==> config.mk <==
export PLATFORM = sky130hd
export DESIGN_NAME = sinc_decim
export DESIGN_NICKNAME = d
export VERILOG_FILES = /design/src/rtl/sinc_pkg.sv /design/src/rtl/sinc_integ_chain.sv /design/src/rtl/sinc_comb_chain.sv /design/src/rtl/sinc_round_div.sv /design/src/rtl/sinc_decim.sv
export SDC_FILE = /design/constraint.sdc
export NUM_CORES = 2
export LEC_CHECK = 0
export CAP_MARGIN = 25
export CELL_PAD_IN_SITES_DETAIL_PLACEMENT = 0
export CELL_PAD_IN_SITES_GLOBAL_PLACEMENT = 2
export CORE_MARGIN = 2
export CORE_UTILIZATION = 45
export CTS_CLUSTER_DIAMETER = 120
export CTS_CLUSTER_SIZE = 40
export DETAILED_ROUTE_END_ITERATION = 10
export DONT_BUFFER_PORTS = 1
export GPL_ROUTABILITY_DRIVEN = 0
export GPL_TIMING_DRIVEN = 0
export PLACE_DENSITY = 0.95
export SLEW_MARGIN = 20
export SYNTH_ARGS = -nofsm -noshare
export SYNTH_HDL_FRONTEND = slang
export SYNTH_SLANG_ARGS = --single-unit
==> constraint.sdc <==
create_clock -name clk -period 30.9 [get_ports clk]
set_input_delay 3.09 -clock clk [delete_from_list [all_inputs] [get_ports clk]]
set_output_delay 3.09 -clock clk [all_outputs]
set_load 0.05 [all_outputs]
==> src/rtl/sinc_pkg.sv <==
package sinc_pkg;

   typedef enum logic {
      ORD_THIRD  = 1'b0,
      ORD_FOURTH = 1'b1
   } order_e;

   // Wrap-around accumulator width: n stages of growth for the longest block, plus sign.
   function automatic int acc_width(input int rate_w, input int base_lg2, input int n);
      return n * (rate_w + base_lg2) + 1;
   endfunction

endpackage

==> src/rtl/sinc_integ_chain.sv <==
module sinc_integ_chain #(
   parameter int STAGES = 4,
   parameter int ACC_W  = 65
) (
   input  logic                           clk,
   input  logic                           rst_n,
   input  logic                           clr,
   input  logic                           en,
   input  logic                           din,
   output logic [STAGES-1:0][ACC_W-1:0]   acc
);
   logic [ACC_W-1:0] step;

   // +1 for a one, -1 (all ones) for a zero
   assign step = din ? ACC_W'(1) : '1;

   always_ff @(posedge clk or negedge rst_n) begin
      if (!rst_n) begin
         acc <= '0;
      end else if (clr) begin
         acc <= '0;
      end else if (en) begin
         acc[0] <= acc[0] + step;
         for (int k = 1; k < STAGES; k++) begin
            acc[k] <= acc[k] + acc[k-1];
         end
      end
   end

endmodule

==> src/rtl/sinc_comb_chain.sv <==
module sinc_comb_chain #(
   parameter int STAGES = 4,
   parameter int ACC_W  = 65
) (
   input  logic                         clk,
   input  logic                         rst_n,
   input  logic                         clr,
   input  logic                         en,
   input  logic [ACC_W-1:0]             din,
   output logic [STAGES:0][ACC_W-1:0]   taps
);
   logic [STAGES-1:0][ACC_W-1:0] dly;

   assign taps[0] = din;

   for (genvar k = 0; k < STAGES; k++) begin : g_diff
      assign taps[k+1] = taps[k] - dly[k];
   end

   always_ff @(posedge clk or negedge rst_n) begin
      if (!rst_n) begin
         dly <= '0;
      end else if (clr) begin
         dly <= '0;
      end else if (en) begin
         for (int k = 0; k < STAGES; k++) begin
            dly[k] <= taps[k];
         end
      end
   end

endmodule

==> src/rtl/sinc_round_div.sv <==
module sinc_round_div #(
   parameter int MAG_W = 65,
   parameter int OUT_W = 24
) (
   input  logic              clk,
   input  logic              rst_n,
   input  logic              abort,
   input  logic              start,
   input  logic              tag,
   input  logic              neg,
   input  logic [MAG_W-1:0]  mag,
   input  logic [MAG_W-1:0]  den,
   output logic [OUT_W-1:0]  res,
   output logic              done
);
   localparam int QN    = MAG_W + OUT_W;
   localparam int CNT_W = $clog2(QN + 1);

   if (OUT_W < 4) begin : g_bad_out
      $error("sinc_round_div: OUT_W must be at least 4");
   end

   logic              busy, fin, tag_q, neg_q;
   logic [CNT_W-1:0]  cnt;
   logic [QN-1:0]     quo;
   logic [MAG_W-1:0]  rem, den_q;

   // one restoring step per clock
   logic [MAG_W:0]    trial;
   logic              ge;
   logic [MAG_W:0]    diff;
   assign trial = {rem, quo[QN-1]};
   assign ge    = trial >= {1'b0, den_q};
   assign diff  = trial - {1'b0, den_q};

   // quotient carries one extra fraction bit; round half up, then clip
   logic [OUT_W+1:0]  q_inc;
   logic [OUT_W:0]    mag_r;
   logic              over;
   logic [OUT_W-1:0]  final_v;
   assign q_inc = quo[OUT_W+1:0] + (OUT_W+2)'(1);
   assign mag_r = q_inc[OUT_W+1:1];
   assign over  = (|quo[QN-1:OUT_W+2]) || (mag_r >= ((OUT_W+1)'(1) << (OUT_W-1)));

   always_comb begin
      if (neg) begin
         final_v = '0;
      end
      if (neg_q) begin
         final_v = over ? {1'b1, {(OUT_W-1){1'b0}}} : (~mag_r[OUT_W-1:0] + OUT_W'(1));
      end else begin
         final_v = over ? {1'b0, {(OUT_W-1){1'b1}}} : mag_r[OUT_W-1:0];
      end
   end

   always_ff @(posedge clk or negedge rst_n) begin
      if (!rst_n) begin
         busy  <= 1'b0;
         fin   <= 1'b0;
         tag_q <= 1'b0;
         neg_q <= 1'b0;
         cnt   <= '0;
         quo   <= '0;
         rem   <= '0;
         den_q <= '0;
         res   <= '0;
         done  <= 1'b0;
      end else if (abort) begin
         busy <= 1'b0;
         fin  <= 1'b0;
         done <= 1'b0;
      end else begin
         done <= 1'b0;
         if (start) begin
            busy  <= 1'b1;
            cnt   <= '0;
            quo   <= {mag, OUT_W'(0)};
            rem   <= '0;
            den_q <= den;
            neg_q <= neg;
            tag_q <= tag;
         end else if (busy) begin
            quo <= {quo[QN-2:0], ge};
            rem <= ge ? diff[MAG_W-1:0] : trial[MAG_W-1:0];
            cnt <= cnt + CNT_W'(1);
            if (cnt == CNT_W'(QN - 1)) begin
               busy <= 1'b0;
               fin  <= 1'b1;
            end
         end
         if (fin) begin
            fin <= 1'b0;
            if (tag_q) begin
               res  <= final_v;
               done <= 1'b1;
            end
         end
      end
   end

endmodule

==> src/rtl/sinc_decim.sv <==
module sinc_decim
   import sinc_pkg::*;
#(
   parameter int OUT_W    = 24,
   parameter int RATE_W   = 10,
   parameter int BASE_LG2 = 6,
   parameter int LO_ORDER = 3,
   parameter int HI_ORDER = 4
) (
   input  logic              clk,
   input  logic              rst_n,
   input  logic              mod_bit,
   input  logic              mod_stb,
   input  logic              order_sel,
   input  logic [RATE_W-1:0] rate_word,
   input  logic              cfg_restart,
   output logic [OUT_W-1:0]  res_data,
   output logic              res_ready
);
   localparam int ACC_W  = acc_width(RATE_W, BASE_LG2, HI_ORDER);
   localparam int LEN_W  = RATE_W + BASE_LG2;
   localparam int TCNT_W = $clog2(HI_ORDER + 1);

   if (LO_ORDER < 1 || HI_ORDER <= LO_ORDER) begin : g_bad_order
      $error("sinc_decim: need 1 <= LO_ORDER < HI_ORDER");
   end
   if (RATE_W < 1 || BASE_LG2 < 1) begin : g_bad_len
      $error("sinc_decim: RATE_W and BASE_LG2 must be positive");
   end
   if (ACC_W > 128) begin : g_bad_acc
      $error("sinc_decim: accumulator width exceeds 128 bits");
   end

   // ---------------- configuration load ----------------
   logic   load_q, cfg_go;
   logic [RATE_W-1:0] fs_q;
   order_e ord_q;
   logic   use_hi;

   assign cfg_go = load_q | cfg_restart;
   assign use_hi = (ord_q == ORD_FOURTH);

   always_ff @(posedge clk or negedge rst_n) begin
      if (!rst_n) load_q <= 1'b1;
      else        load_q <= 1'b0;
   end

   always_ff @(posedge clk or negedge rst_n) begin
      if (!rst_n) begin
         fs_q  <= RATE_W'(1);
         ord_q <= ORD_THIRD;
      end else if (cfg_go) begin
         fs_q  <= (rate_word == '0) ? RATE_W'(1) : rate_word;
         ord_q <= order_sel ? ORD_FOURTH : ORD_THIRD;
      end
   end

   // ---------------- block length and filter gain ----------------
   logic [LEN_W-1:0]              blk_len;
   logic [HI_ORDER:1][ACC_W-1:0]  len_pow;
   logic [ACC_W-1:0]              gain_q;

   assign blk_len    = {fs_q, {BASE_LG2{1'b0}}};
   assign len_pow[1] = ACC_W'(blk_len);

   for (genvar k = 2; k <= HI_ORDER; k++) begin : g_pow
      assign len_pow[k] = len_pow[k-1] * ACC_W'(blk_len);
   end

   always_ff @(posedge clk or negedge rst_n) begin
      if (!rst_n) gain_q <= '0;
      else        gain_q <= use_hi ? len_pow[HI_ORDER] : len_pow[LO_ORDER];
   end

   // ---------------- decimation count ----------------
   logic [LEN_W-1:0] smp_cnt;
   logic             tick_q;

   always_ff @(posedge clk or negedge rst_n) begin
      if (!rst_n) begin
         smp_cnt <= '0;
         tick_q  <= 1'b0;
      end else if (cfg_go) begin
         smp_cnt <= '0;
         tick_q  <= 1'b0;
      end else begin
         tick_q <= 1'b0;
         if (mod_stb) begin
            if (smp_cnt == blk_len - LEN_W'(1)) begin
               smp_cnt <= '0;
               tick_q  <= 1'b1;
            end else begin
               smp_cnt <= smp_cnt + LEN_W'(1);
            end
         end
      end
   end

   // ---------------- integrators and differentiators ----------------
   logic [HI_ORDER-1:0][ACC_W-1:0] integ_acc;
   logic [HI_ORDER:0][ACC_W-1:0]   comb_taps;
   logic [ACC_W-1:0]               integ_out, comb_out, comb_mag;
   logic                           comb_neg;

   sinc_integ_chain #(.STAGES(HI_ORDER), .ACC_W(ACC_W)) u_integ (
      .clk   (clk),
      .rst_n (rst_n),
      .clr   (cfg_go),
      .en    (mod_stb),
      .din   (mod_bit),
      .acc   (integ_acc)
   );

   assign integ_out = use_hi ? integ_acc[HI_ORDER-1] : integ_acc[LO_ORDER-1];

   sinc_comb_chain #(.STAGES(HI_ORDER), .ACC_W(ACC_W)) u_comb (
      .clk   (clk),
      .rst_n (rst_n),
      .clr   (cfg_go),
      .en    (tick_q),
      .din   (integ_out),
      .taps  (comb_taps)
   );

   assign comb_out = use_hi ? comb_taps[HI_ORDER] : comb_taps[LO_ORDER];
   assign comb_neg = comb_out[ACC_W-1];
   assign comb_mag = comb_neg ? (~comb_out + ACC_W'(1)) : comb_out;

   // ---------------- settling blank ----------------
   logic [TCNT_W-1:0] tick_seen, need_ticks;
   logic              settled;

   assign need_ticks = use_hi ? TCNT_W'(HI_ORDER - 1) : TCNT_W'(LO_ORDER - 1);
   assign settled    = (tick_seen >= need_ticks);

   always_ff @(posedge clk or negedge rst_n) begin
      if (!rst_n)                    tick_seen <= '0;
      else if (cfg_go)               tick_seen <= '0;
      else if (tick_q && !settled)   tick_seen <= tick_seen + TCNT_W'(1);
   end

   // ---------------- normalise, round, clip ----------------
   sinc_round_div #(.MAG_W(ACC_W), .OUT_W(OUT_W)) u_div (
      .clk   (clk),
      .rst_n (rst_n),
      .abort (cfg_go),
      .start (tick_q),
      .tag   (settled),
      .neg   (comb_neg),
      .mag   (comb_mag),
      .den   (gain_q),
      .res   (res_data),
      .done  (res_ready)
   );

endmodule

* Word level (Yosys, flattened, before mapping)
Index checks and enable logic that the tools add are counted.
Widths: inputs -> output; s select.
** Word-level totals
- Register bits :: 870
- Output and inout port bits :: 25
- Logic and storage cells :: 107
- Input port bits :: 16
** Operators by class
- Reductions and logical operators :: 12
- $lt $le $gt $ge :: 3
- Equality and inequality tests :: 2
- Bitwise gates (word level) :: 4
- Add/sub/neg operators :: 16
- Muxes and demuxes :: 42
- $mul :: 3
** Operators with widths (count)
- $mux 260 :: 4
- $mux 65 :: 7
- $add 65x65->65 :: 4
- $sub 65x65->65 :: 4
- $mux 89 :: 2
- $mux 24 :: 3
- $ge 66x64->1 :: 1
- $add 65x1->65 const B :: 1
- $not 65->65 :: 1
- $sub 65x64->65 :: 1
- $mux 64 :: 1
- $reduce_or 63->1 :: 1
- $mux 16 :: 3
- $mul 30x10->40 :: 1
- $mul 20x10->30 :: 1
- $add 26x1->26 const B :: 1
- $ge 25x24->1 const B :: 1
- $add 24x1->24 const B :: 1
- $not 24->24 :: 1
- $mul 10x10->20 :: 1
- $mux 1 :: 17
- $add 16x1->16 const B :: 1
- $eq 16x16->1 :: 1
- $sub 16x1->16 const B :: 1
- 16 further kinds :: 22

* Logic depth before layout (Yosys ltp)
- Depth after elaboration :: 10
- Gate-level depth with buffers :: 70
- Gate-level depth less buffers :: 67

* Modules after synthesis
From an unflattened synthesis, not the netlist that was laid out.
** Second synthesis, totals
- Cells, all modules :: 11191
- Area, all modules :: 92546.3 um^2
** By module, submodules not included
- sinc_decim :: times used 1, area each 26046.2 um^2, seq. area each 1954.4 um^2, cells an instance 3111
- sinc_comb_chain :: times used 1, area each 25873.6 um^2, seq. area each 6506.2 um^2, cells an instance 3219
- sinc_integ_chain :: times used 1, area each 24205.7 um^2, seq. area each 6506.2 um^2, cells an instance 2980
- sinc_round_div :: times used 1, area each 16420.7 um^2, seq. area each 6381.1 um^2, cells an instance 1881

* Worst setup path before layout
Ideal clock, no wire load.
- Kind :: register to register
- Start :: reg fs_q[0]
- End :: reg gain_q[62]
- Period minus slack after synthesis :: 15.653 ns
- Slack :: 15.247 ns
- Required time :: 30.768 ns
- Path buffers :: 3
- Arrival time :: 15.521 ns
- Library setup time :: 0.132 ns
- Cell stages (with the launch flop) :: 69
- Cell sequence :: dfstp_2 > clkbuf_1 > inv_1 > clkbuf_1 > nor2_1 > ha_1 > inv_1 > fa_1 > inv_1 > ha_1 > fa_1 > inv_1 > fa_1 > inv_1 > ha_1 > a21boi_0 > o21ai_0 > a21boi_0 > (+33 left out) > fa_1 > inv_1 > ha_1 > inv_1 > nor2_1 > o31a_1 > o21ai_0 > nand2b_1 > a221oi_1 > nor2b_1 > a31oi_1 > o211ai_1 > a31oi_1 > nor2b_1 > o21a_1 > o41ai_1 > xor2_1 > nor2_1
** Between the ends
- Word-level cells in the longest chain between the ends :: 4
** RTL lines
- from (decl) :: line sinc_decim.sv:36 : logic [RATE_W-1:0] fs_q;
- from (signal assigned) :: line sinc_decim.sv:53 : fs_q <= (rate_word == '0) ? RATE_W'(1) : rate_word;
- $mul 10x10->20 :: line sinc_decim.sv:67 : assign len_pow[k] = len_pow[k-1] * ACC_W'(blk_len);
- $mul 20x10->30 :: line sinc_decim.sv:67
- $mul 30x10->40 (*) :: line sinc_decim.sv:67
- $mux 64 (*) :: line sinc_decim.sv:72 : else gain_q <= use_hi ? len_pow[HI_ORDER] : len_pow[LO_ORDER];
- to (signal assigned) :: line sinc_decim.sv:72
- to (decl) :: line sinc_decim.sv:61 : logic [ACC_W-1:0] gain_q;
Every way passes the cells marked *; elsewhere a longest branch is shown, timed or not.
A chain may end at the register's enable or synchronous reset.

* Worst setup path in the final report
- Start :: reg ord_q
- End :: reg u_div.quo[73]
** Between the ends
- Word-level cells in the longest chain between the ends :: 10
** RTL lines
- from (decl) :: line sinc_decim.sv:37 : order_e ord_q;
- from (signal assigned) :: line sinc_decim.sv:54 : ord_q <= order_sel ? ORD_FOURTH : ORD_THIRD;
- $mux 65 :: line sinc_decim.sv:114 : assign integ_out = use_hi ? integ_acc[HI_ORDER-1] : integ_acc[LO_ORDER-1];
- $sub 65x65->65 (4 in series) :: line sinc_comb_chain.sv:17 : assign taps[k+1] = taps[k] - dly[k];
- $mux 65 (*) :: line sinc_decim.sv:125 : assign comb_out = use_hi ? comb_taps[HI_ORDER] : comb_taps[LO_ORDER];
- $not 65->65 :: line sinc_decim.sv:127 : assign comb_mag = comb_neg ? (~comb_out + ACC_W'(1)) : comb_out;
- $add 65x1->65 :: line sinc_decim.sv:127
- $mux 65 (*) :: line sinc_decim.sv:127
- $mux 89 (*) :: line sinc_round_div.sv:74 : if (start) begin
- to (signal assigned) :: line sinc_round_div.sv:77 : quo <= {mag, OUT_W'(0)};
- to (signal assigned) :: line sinc_round_div.sv:83 : quo <= {quo[QN-2:0], ge};
- to (decl) :: line sinc_round_div.sv:25 : logic [QN-1:0] quo;
Marks and branches as above.

==> summary.md <==
| Metric | Value |
|---|---|
| Status | completed |
| Initial antenna violation count | 11 |
| Synth warn | 0 |
| Number of synthesized flops with an enable pin | 0 |
| Final max-slew violation count | 0 |
| Count of final setup violators | 0 |
| Clk sink count | 834 |
| Largest net degree at the start of global routing | 165 |
| Vias/cell | 5.74 |
| Register Area | 20,900 µm² |
| Yosys cell types | 108 |
| Fill cells | 18.2k |
| Max Fclk | 51.9 MHz |
| Final antenna-violating net count | 0 |
| Multi-input gate area | 58,600 µm² |
| Setup TNS | 0 ns |
| Hold Crit Class | flip-flop to flip-flop |
| Starting Density | 45.1% |
| Htree depth | 2 |
| Synth-to-Final Area Change | 5.67% |
| GRT Total Usage | 26.6% |
| Post-synth ARST share | 100% |
| Wirelength per Cell | 20.5 µm |
| Minimum clock period | 19.27 ns |
| Worst EP arrival | 19.87 ns |
| Cells after Synth | 10.0k |
| Most used DFF post-synth | dfrtp_1 |
| CTS root buf | clkbuf_16 |
| Hpwl dp | 204,000 µm |
| Vias | 72.2k |
| Final hold viol count | 0 |
| CP max stage cell | buf_1 |
| Final Cycle Share | 62.3% |
| Worst path required time | 31.50 ns |
| Max Root-Sink Buffers | 3 |
| GR Overflow Total | 0 |
| CP startpoint kind | flip-flop |
| CTS Hold Bufs | 0 |
| Cell repeated most along the worst path | a21oi_1 |
| Clock slew at reported path FFs | 0.15 ns |
| Core area | 187,000 µm² |
| Share of layout cells above drive strength 1 | 2.79% |
| Global-route wire length before repair | 407,000 µm |
| Worst Hold Launch | gain_q[23]$_DFF_PN0_ |
| Later-pin clock latency in the skew report | 0.72 ns |
| Buffers on Ports | 0 |
| Vias in the first global route | 70.7k |
| Worst Skew | 0.0866 ns |
| Crit path buf inv count | 12 |
| Die area | 191,000 µm² |
| Crit path largest cell delay | 0.76 ns |
| DR pass1 iterations | 8 |
| CTS resizes | 0 |
| Mean area per synthesized cell | 8.45 µm² |
| CTS tree | built |
| Setup Buffers After CTS | 0 |
| RR Startpoint | ord_q$_DFFE_PN0N_ |
| Top Family by Delay on Critical Path | compound AO/OA/AOI/OAI gates |
| Post-Syn Area | 84,500 µm² |
| Syn nets | 11.2k |
| Register area share after synthesis | 24.7% |
| Fin nets | 11.2k |
| First DRT Iteration DRCs | 5,717 |
| Total clock buffers created by CTS | 35 |
| Seq cells post-synth | 834 |
| RSZ-0062 raised after global routing | false |
| Worst-margin pin slew | 1.10 ns |
| Max-cap check violation count | 0 |
| Row count | 159 |
| Max transition margin | 26.6% |
| CP max FO | 10 |
| Remaining DRCs | 0 |
| Setup crit end kind | flip-flop |
| Die Wd | 437 µm |
| Die Y-Extent | 437 µm |
| Crit path launch | ord_q$_DFFE_PN0N_ |
| CP Class | flip-flop to flip-flop |
| Final wirelength | 258,000 µm |
| I/O pin total | 41 |
## metrics by stage
| step | hold slack [ns] | setup slack (ns) | instance area, µm² | util, % | instances |
|---|---|---|---|---|---|
| global route | 0.465 | 10.48 | 89300 | 47.7 | 12600 |
| global placement | 0.430 | 11.13 | 87600 | 46.8 | 12500 |
| detailed placement | 0.433 | 11.84 | 87900 | 47.0 | 12500 |
| CTS | 0.452 | 11.86 | 89300 | 47.7 | 12600 |
| floorplan | 0.411 | 15.25 | 84500 | - | 10000 |
| finish | 0.459 | 11.63 | 89300 | 47.7 | 12600 |
## worst register-to-register path: cells and delay by family, from the launching register on
kind,cells,cell delay [ns]
compound gates,32,8.53
buf+inv,12,5.35
xor+xnor,5,1.67
fa+ha+maj,4,1.27
simple gates,7,1.26
flops,1,0.65
mux,1,0.46
## cells in the final DEF (no fill, tap or decap), drive strengths merged, types with 38 or more instances in the layout
master and instances:
and3 135, nor2b 92, or3 56, nand2b 94
mux2 93, a31oi 72, a21o 444, nand4 104
a211oi 146, xor2 257, fa 412, clkbuf 419
nor2 965, buf 82, inv 900, dfrtp 832
nand3 188, xnor2 393, mux2i 354, o21bai 123
a221oi 38, nand2 829, and2 278, nor3 104
a21oi 745, o21a 73, o21ai 571, ha 756
nor4 47, a22o 61
## final timing paths
path / depth (start not counted) / slack, ns / to
max in group asynchronous: 3 / 26.37 / smp_cnt[14]$_DFFE_PN0P_
setup reg to reg: 61 / 11.63 / u_div.quo[73]$_DFFE_PN0P_
hold / removal: 2 / 0.46 / u_div.den_q[23]$_DFFE_PN0P_
min in group asynchronous: 0 / 2.08 / u_div.quo[66]$_DFFE_PN0P_
hold reg to reg: 2 / 0.46 / u_div.den_q[23]$_DFFE_PN0P_
setup / recovery: 61 / 11.63 / u_div.quo[73]$_DFFE_PN0P_
## logic make-up after synthesis
group,share of synthesized area [%]
AO/OA/AOI/OAI,19.5
XOR/XNOR,6.78
adder cells (fa/ha/maj),21.0
buffers and inverters,5.99
flip-flops,24.7
multiplexers,5.43
other,0.00444
AND/OR/NAND/NOR,16.6
## state kept, by name, indices dropped and copies added, names as in the netlist
name and cells:
u_comb.dly 260, u_integ.acc 260, u_div.quo 89, u_div.rem 65, gain_q 46, u_div.den_q 46
u_div.res 24, smp_cnt 16, fs_q 10, u_div.cnt 7, tick_seen 3, load_q 1
ord_q 1, tick_q 1, u_div.busy 1, u_div.done 1, u_div.fin 1, u_div.neg_q 1
u_div.tag_q 1
## layout make-up
type	instances	area share, %
multi-input cells	7830	65.6
flip-flops and latches	834	23.4
inverters	891	3.75
well taps	2495	3.50
plain buffers	448	1.95
clock buffers	38	1.00
clock inverters	26	0.521
repair buffers	15	0.296
diodes	2	0.00561
## layer usage
layer | wire length, µm | track usage [%] | up-vias | share of wire [%]
met5 | 0 | 0 | - | 0
met4 | 7090 | 6.78 | 0 | 2.7
met3 | 13400 | 2.24 | 298 | 5.2
met2 | 116000 | 43.2 | 1882 | 45
met1 | 122000 | 38.2 | 35300 | 47
li1 | - | - | 34700 | -
## cells in the mapped netlist (36+ instances only)
library cell	count	area share (%)
nor2_1	964	4.3
inv_1	888	3.9
dfrtp_1	832	25
nand2_1	829	3.7
ha_1	756	11
a21oi_1	741	4.4
o21ai_0	543	3.2
a21o_1	444	3.9
fa_1	412	9.8
xnor2_1	392	4.1
clkbuf_1	380	1.7
mux2i_1	354	4.2
and2_1	278	2.1
xor2_1	256	2.7
nand3_1	187	1.1
a211oi_1	138	1.2
and3_1	135	1.0
o21bai_1	121	1.1
nand4_1	104	0.77
nor3_1	101	0.60
nand2b_1	94	0.70
mux2_2	93	1.2
nor2b_1	92	0.68
o21a_1	73	0.65
a31oi_1	72	0.53
a22o_1	61	0.63
or3_1	56	0.41
buf_1	50	0.22
nor4_1	44	0.33
a221oi_1	36	0.37
Power is not shown: default switching activity piles up to over one toggle a cycle in this logic, so the estimate is an artifact.
